<file path="config.mk">
export PLATFORM = sky130hd
export DESIGN_NAME = uart_os_rx
export DESIGN_NICKNAME = d
export VERILOG_FILES = /design/src/rtl/uart_rx_pkg.sv /design/src/rtl/rx_slot_timer.sv /design/src/rtl/rx_vote3.sv /design/src/rtl/uart_os_rx.sv
export SDC_FILE = /design/constraint.sdc
export NUM_CORES = 1
export LEC_CHECK = 0
export ABC_CLOCK_PERIOD_IN_PS = 4600
export BUFFER_PORTS_ARGS = -buffer_cell sky130_fd_sc_hd__buf_2
export CORE_UTILIZATION = 30
export CTS_CLUSTER_DIAMETER = 150
export CTS_CLUSTER_SIZE = 20
export DETAILED_ROUTE_END_ITERATION = 16
export PLACE_DENSITY = 0.46
export SYNTH_ARGS = -nofsm -noshare
export SYNTH_HDL_FRONTEND = slang
export SYNTH_SLANG_ARGS = --single-unit
</file>
<file path="constraint.sdc">
create_clock -name clk -period 4.6 [get_ports clk]
set_input_delay 0 -clock clk [delete_from_list [all_inputs] [get_ports clk]]
set_output_delay 0 -clock clk [all_outputs]
set_load 0.05 [all_outputs]
</file>
<file path="src/rtl/uart_rx_pkg.sv">
package uart_rx_pkg;
  // majority of three samples
  function automatic logic maj3(input logic a, input logic b, input logic c);
    return (a & b) | (a & c) | (b & c);
  endfunction

  // samples disagree
  function automatic logic split3(input logic a, input logic b, input logic c);
    return (a ^ b) | (a ^ c);
  endfunction
endpackage

</file>
<file path="src/rtl/rx_slot_timer.sv">
module rx_slot_timer #(
  parameter int OVS = 16,
  parameter int CELLS_MAX = 11,
  localparam int RTW = $clog2(OVS + 1),
  localparam int BW = $clog2(CELLS_MAX + 1)
) (
  input  logic           clk,
  input  logic           rst_n,
  input  logic           rt_tick,
  input  logic           start,
  input  logic           active,
  output logic [RTW-1:0] slot_now,
  output logic [BW-1:0]  cell_now
);
  logic [RTW-1:0] rt_q;
  logic [BW-1:0]  cell_q;

  // position of the current tick
  always_comb begin
    if (rt_q == RTW'(OVS)) begin
      slot_now = RTW'(1);
      cell_now = cell_q + BW'(1);
    end else begin
      slot_now = rt_q + RTW'(1);
      cell_now = cell_q;
    end
  end

  always_ff @(posedge clk or negedge rst_n) begin
    if (!rst_n) begin
      rt_q   <= '0;
      cell_q <= '0;
    end else if (rt_tick) begin
      if (start) begin
        rt_q   <= RTW'(1);
        cell_q <= '0;
      end else if (active) begin
        rt_q   <= slot_now;
        cell_q <= cell_now;
      end
    end
  end

  AST_SLOT_RANGE: assert property (@(posedge clk) disable iff (!rst_n)
    active |-> (rt_q >= RTW'(1) && rt_q <= RTW'(OVS)));
  AST_CELL_BOUND: assert property (@(posedge clk) disable iff (!rst_n)
    active |-> (cell_q < BW'(CELLS_MAX)));
endmodule

</file>
<file path="src/rtl/rx_vote3.sv">
module rx_vote3 #(
  parameter int OVS = 16,
  parameter int MID = 9,
  localparam int RTW = $clog2(OVS + 1)
) (
  input  logic           clk,
  input  logic           rst_n,
  input  logic           rt_tick,
  input  logic           active,
  input  logic [RTW-1:0] slot_now,
  input  logic           rxd,
  output logic           cell_done,
  output logic           bit_val,
  output logic           bit_noisy
);
  import uart_rx_pkg::*;
  localparam int S_LO = MID - 1;
  localparam int S_HI = MID + 1;

  logic [1:0] early_q;
  logic       take_lo, take_mid;

  assign take_lo   = rt_tick && active && slot_now == RTW'(S_LO);
  assign take_mid  = rt_tick && active && slot_now == RTW'(MID);
  assign cell_done = rt_tick && active && slot_now == RTW'(S_HI);
  assign bit_val   = maj3(early_q[0], early_q[1], rxd);
  assign bit_noisy = split3(early_q[0], early_q[1], rxd);

  always_ff @(posedge clk or negedge rst_n) begin
    if (!rst_n) early_q <= 2'b11;
    else begin
      if (take_lo)  early_q[0] <= rxd;
      if (take_mid) early_q[1] <= rxd;
    end
  end

  AST_VOTE_ORDER: assert property (@(posedge clk) disable iff (!rst_n)
    take_mid |-> !$past(cell_done));
endmodule

</file>
<file path="src/rtl/uart_os_rx.sv">
module uart_os_rx #(
  parameter int OVS = 16,
  parameter int MID = 9,
  parameter int DATA_MAX = 9,
  localparam int CELLS_MAX = DATA_MAX + 2,
  localparam int RTW = $clog2(OVS + 1),
  localparam int BW = $clog2(CELLS_MAX + 1)
) (
  input  logic                clk,
  input  logic                rst_n,
  input  logic                rt_tick,
  input  logic                rxd,
  input  logic                nine_bit,
  output logic [DATA_MAX-1:0] data_o,
  output logic                valid_o,
  output logic                noise_err_o,
  output logic                frame_err_o
);
  logic                busy_q, prev_q, mode_q, noise_acc;
  logic [DATA_MAX-1:0] shift_q;
  logic [RTW-1:0]      slot_now;
  logic [BW-1:0]       cell_now, stop_cell;
  logic                start_det, cell_done, bit_val, bit_noisy;
  logic                start_fail, stop_done, data_take;

  // place the shifted word according to length
  function automatic logic [DATA_MAX-1:0] place_word(input logic [DATA_MAX-1:0] sh,
                                                     input logic full);
    return full ? sh : {1'b0, sh[DATA_MAX-1:1]};
  endfunction

  assign start_det  = rt_tick && !busy_q && prev_q && !rxd;
  assign stop_cell  = mode_q ? BW'(DATA_MAX + 1) : BW'(DATA_MAX);
  assign start_fail = cell_done && cell_now == '0 && bit_val;
  assign stop_done  = cell_done && cell_now == stop_cell;
  assign data_take  = cell_done && cell_now != '0 && cell_now != stop_cell;

  rx_slot_timer #(.OVS(OVS), .CELLS_MAX(CELLS_MAX)) u_timer (
    .clk(clk), .rst_n(rst_n), .rt_tick(rt_tick), .start(start_det),
    .active(busy_q), .slot_now(slot_now), .cell_now(cell_now));

  rx_vote3 #(.OVS(OVS), .MID(MID)) u_vote (
    .clk(clk), .rst_n(rst_n), .rt_tick(rt_tick), .active(busy_q),
    .slot_now(slot_now), .rxd(rxd), .cell_done(cell_done),
    .bit_val(bit_val), .bit_noisy(bit_noisy));

  always_ff @(posedge clk or negedge rst_n) begin
    if (!rst_n) begin
      busy_q    <= 1'b0;
      prev_q    <= 1'b1;
      mode_q    <= 1'b0;
      noise_acc <= 1'b0;
      shift_q   <= '0;
    end else begin
      if (rt_tick && !busy_q) prev_q <= rxd;
      if (start_det) begin
        busy_q    <= 1'b1;
        mode_q    <= nine_bit;
        noise_acc <= 1'b0;
      end
      if (cell_done) noise_acc <= noise_acc | bit_noisy;
      if (data_take) shift_q <= {bit_val, shift_q[DATA_MAX-1:1]};
      if (start_fail || stop_done) begin
        busy_q <= 1'b0;
        prev_q <= rxd;
      end
    end
  end

  always_ff @(posedge clk or negedge rst_n) begin
    if (!rst_n) begin
      data_o      <= '0;
      valid_o     <= 1'b0;
      noise_err_o <= 1'b0;
      frame_err_o <= 1'b0;
    end else begin
      valid_o <= stop_done;
      if (stop_done) begin
        data_o      <= place_word(shift_q, mode_q);
        noise_err_o <= noise_acc | bit_noisy;
        frame_err_o <= !bit_val;
      end
    end
  end

  AST_VALID_PULSE: assert property (@(posedge clk) disable iff (!rst_n)
    valid_o |=> !valid_o);
  AST_VALID_ON_TICK: assert property (@(posedge clk) disable iff (!rst_n)
    valid_o |-> $past(rt_tick));
  AST_DATA_HOLD: assert property (@(posedge clk) disable iff (!rst_n)
    !valid_o |-> $stable(data_o));
  AST_SHORT_MSB_ZERO: assert property (@(posedge clk) disable iff (!rst_n)
    (valid_o && !mode_q) |-> !data_o[DATA_MAX-1]);
  AST_GLITCH_SILENT: assert property (@(posedge clk) disable iff (!rst_n)
    start_fail |=> (!valid_o && !busy_q));
  AST_FRAME_HOLD: assert property (@(posedge clk) disable iff (!rst_n)
    !valid_o |-> ($stable(frame_err_o) && $stable(noise_err_o)));
  AST_REARM: assert property (@(posedge clk) disable iff (!rst_n)
    stop_done |=> !busy_q);
endmodule

</file>
==> run summary <==
The worst slew margin relative to its limit is 0.456, and the number of standard cells after synthesis is 181. For this block, the routed nets add up to 4.02 mm of wire. For the initial core utilization, the log shows 0.314. The share of synthesized flip-flops with an asynchronous set or reset is 1.00, and the endpoint arrival time on the critical path is 3.46 ns. In this run the static leakage power is 1.06 nW.

Worst slack at placement: 1.34 ns. In this run the core area contains 29 standard-cell rows. Yosys printed 0 warnings. Global routing finished with a remaining overflow of 0. The tools report the category of the worst setup path capture point as a register.

Power spread over the standard cell area amounts to 384 nW/µm². The first detailed-routing pass ran for 4 iterations. The post-CTS setup buffer count was 0; the share of the yosys chip area belonging to registers was 0.451. Counting along the longest clock path gives a buffer depth of 2. The repair_antennas step left the layout with diodes totalling 0.

The global routing met3 resource utilization came out at 0.0326. The tightest min-delay check is of the input pin to register type. The number of nets handed over by synthesis was 193. The period utilization is 0.713, and the share of Yosys cell area claimed by the top area cell type is 0.411.

Summed over all nets, the half-perimeter wirelength after detailed placement is 2.71 mm. The layer flagged by global routing as most heavily used is met2. The library cell with the largest summed area after synthesis was sky130_fd_sc_hd__dfrtp_1. By area the synthesized netlist is led by sky130_fd_sc_hd__dfrtp_1, sky130_fd_sc_hd__mux2_4, sky130_fd_sc_hd__mux2i_1. In this run the horizontal extent of the chip is 83.8 µm. The area growth from synthesis to final layout was 11.6%; the number of distinct library cells after synthesis was 45. For the number of failing hold endpoints at the final stage, the log shows 0.

The number of buffers inserted during clock tree synthesis came out at 5. The routed wirelength normalized by instance count came out at 14.6 µm. For this block, the initial DRC count from the detailed router was 68. Setup total negative slack on the finished layout was measured at 0 ns. Along the worst path, the maximum fanout reaches 20. In this run the standard cell core region covers 6390 µm².

H-tree depth: 2. Cell with the largest stage delay on the worst path: sky130_fd_sc_hd__nor4bb_4. The average instance area after synthesis works out to 11.1 µm².

Clock-pin slew was measured on the worst setup and hold paths at 0.08 ns. For the via count of the first global-routing pass, the log shows 1372. Setup repair after global routing left no endpoint under its margin.

The logs give 0.305 GHz for the fmax and 1399 for the detailed-route via count. The tools report the global-route total usage across every layer as 0.124. The critical path class is register to register. The cell family contributing the most delay on the critical path is simple AND/OR/NAND/NOR gates.

TritonCTS built the clock tree. The first global-routing pass estimated 6.93 mm of wire. Floorplan die height: 83.8 µm.

The final layout contains 210 nets. Synthesis inferred 36 register bits. For the met1 track demand over resource in global routing, the log shows 0.178. The detail route stage leaves a number of antenna-violating nets equal to 0. The tightest hold path in the finished design has a slack of 0.0184 ns. The post-cts resize count is 0.

Number of buffers and inverters on the critical path: 2. During I/O placement, the number of pins put on the boundary was 17. Global-route met2 utilization: 0.180.

The signal on the critical path passes through inv_1, ha_1, nor4bb_4, a21oi_2, a311oi_2, nor3_2, buf_4, nand3b_1, mux2_4. The number of antenna violations at the first check in global routing is 0. For the number of slew-limit violations in the final report, the log shows 0. The final critical-path required period is 3.28 ns.

The required time reported for the critical path endpoint is 4.77 ns. For this run, the leading register cell type out of synthesis is sky130_fd_sc_hd__dfrtp_1. The worst-case IR drop observed on VDD is 0.129 mV.

In the layout the commonest cells are sky130_fd_sc_hd__dfrtp_1, sky130_fd_sc_hd__buf_2, sky130_fd_sc_hd__a21oi_1, sky130_fd_sc_hd__o21ai_0. The die covers 7020 µm². The flow ran to the end, and the final reports show no timing, DRC or antenna violations.

The clock arrives with 0.00916 ns of skew. The share of final-layout standard cells stronger than drive strength 1 came out at 0.271. CTS placed an instance of sky130_fd_sc_hd__clkbuf_8 at the clock tree root. The synthesized design contains 0 enable-type register cells.

For the pin with the worst max-slew slack, the measured transition is 0.816 ns. The count of buffers added on input and output ports is 16. For the area of the mapped netlist, the log shows 2010 µm².

The congestion estimate from routability-driven global placement came to 0.778. The number of DRC violations after detailed routing is 0, and the max-cap check violation count is 0. The worst setup path is launched from a register.

The source-to-sink clock delay at the later pin of the worst-skew pair came out at 0.29 ns. Commonest non-fill, non-tap cell in the layout: sky130_fd_sc_hd__dfrtp_1. The logs give 1.32 ns for the post-layout worst setup margin and 36 for the number of sinks on the clock net. Detail-routed via count per cell: 5.07. Hold repair after CTS inserted 2 buffers.

Setup violations remaining at the end of the flow were counted as 0. The largest net degree at the start of global routing was 37; the delay of the slowest cell on the worst path was 0.57 ns. The total design power was 0.861 mW.
==> final timing paths <==
check | to | slack [ns] | cells past startpoint | from
max reg2reg | shift_q[0] | 1.32 | 9 | u_timer.rt_q[0]
max in group asynchronous | u_timer.cell_q[2] | 3.74 | 2 | rst_n
min reg2reg | frame_err_o | 0.51 | 1 | frame_err_o
min | prev_q | 0.02 | 2 | rxd
min in group asynchronous | u_timer.rt_q[3] | 0.33 | 2 | rst_n
max | shift_q[0] | 1.32 | 9 | u_timer.rt_q[0]
==> through the flow <==
step	instances	util	area, µm²
final	276	0.351	2240
after global routing	276	0.351	2240
after CTS	276	0.351	2240
after detailed placement	266	0.334	2130
after global placement	266	0.334	2130
after floorplan	181	-	2010
==> sequential cells by signal, summed over array words and instances, names as in the netlist, 2 cells and up <==
name / count
data_o: 9
shift_q: 9
u_timer.rt_q: 5
u_timer.cell_q: 4
u_vote.early_q: 2
==> per-layer routing <==
layer	wire length (µm)	up-vias
met5	0	-
met4	38	0
met3	126	4
met2	1790	20
met1	2070	679
li1	-	696
==> synthesized netlist by cell type (all sizes together) (2+ instances only) <==
cell,n
dfrtp,33
and2,2
nand3b,2
buf,6
a22o,3
nand4,3
nand3,6
dfstp,3
a21oi,15
nor2,7
ha,7
inv,9
clkbuf,4
o21ai,13
nand2,11
a31oi,10
o31ai,2
mux2i,10
mux2,14
nor3,4
==> cell families (layout without fill, tap and decap cells) <==
family | Yosys count | after routing | share of synthesized area
XOR/XNOR | 1 | 1 | 0.00811
buffers and inverters | 19 | 37 | 0.0499
multiplexers | 24 | 24 | 0.145
AO/OA/AOI/OAI | 48 | 48 | 0.152
AND/OR/NAND/NOR | 46 | 46 | 0.151
adder cells (fa/ha/maj) | 7 | 7 | 0.0436
flip-flops | 36 | 36 | 0.451
==> cell type report <==
class	instances	area [µm²]
sequential	36	905
clock inverter	3	18.8
multi-input combinational	126	1000
clock buffer	5	68.8
tap	77	96.3
fill	648	4150
inverter	9	33.8
timing repair buffer	20	115
==> report_power, final <==
part	internal [mW]	total, mW	switching (mW)
Combinational	0.101	0.194	0.0931
Clock	0.106	0.227	0.121
Sequential	0.363	0.440	0.0769
Total	0.569	0.861	0.291
Note: power is estimated with default switching activity, not from simulation.
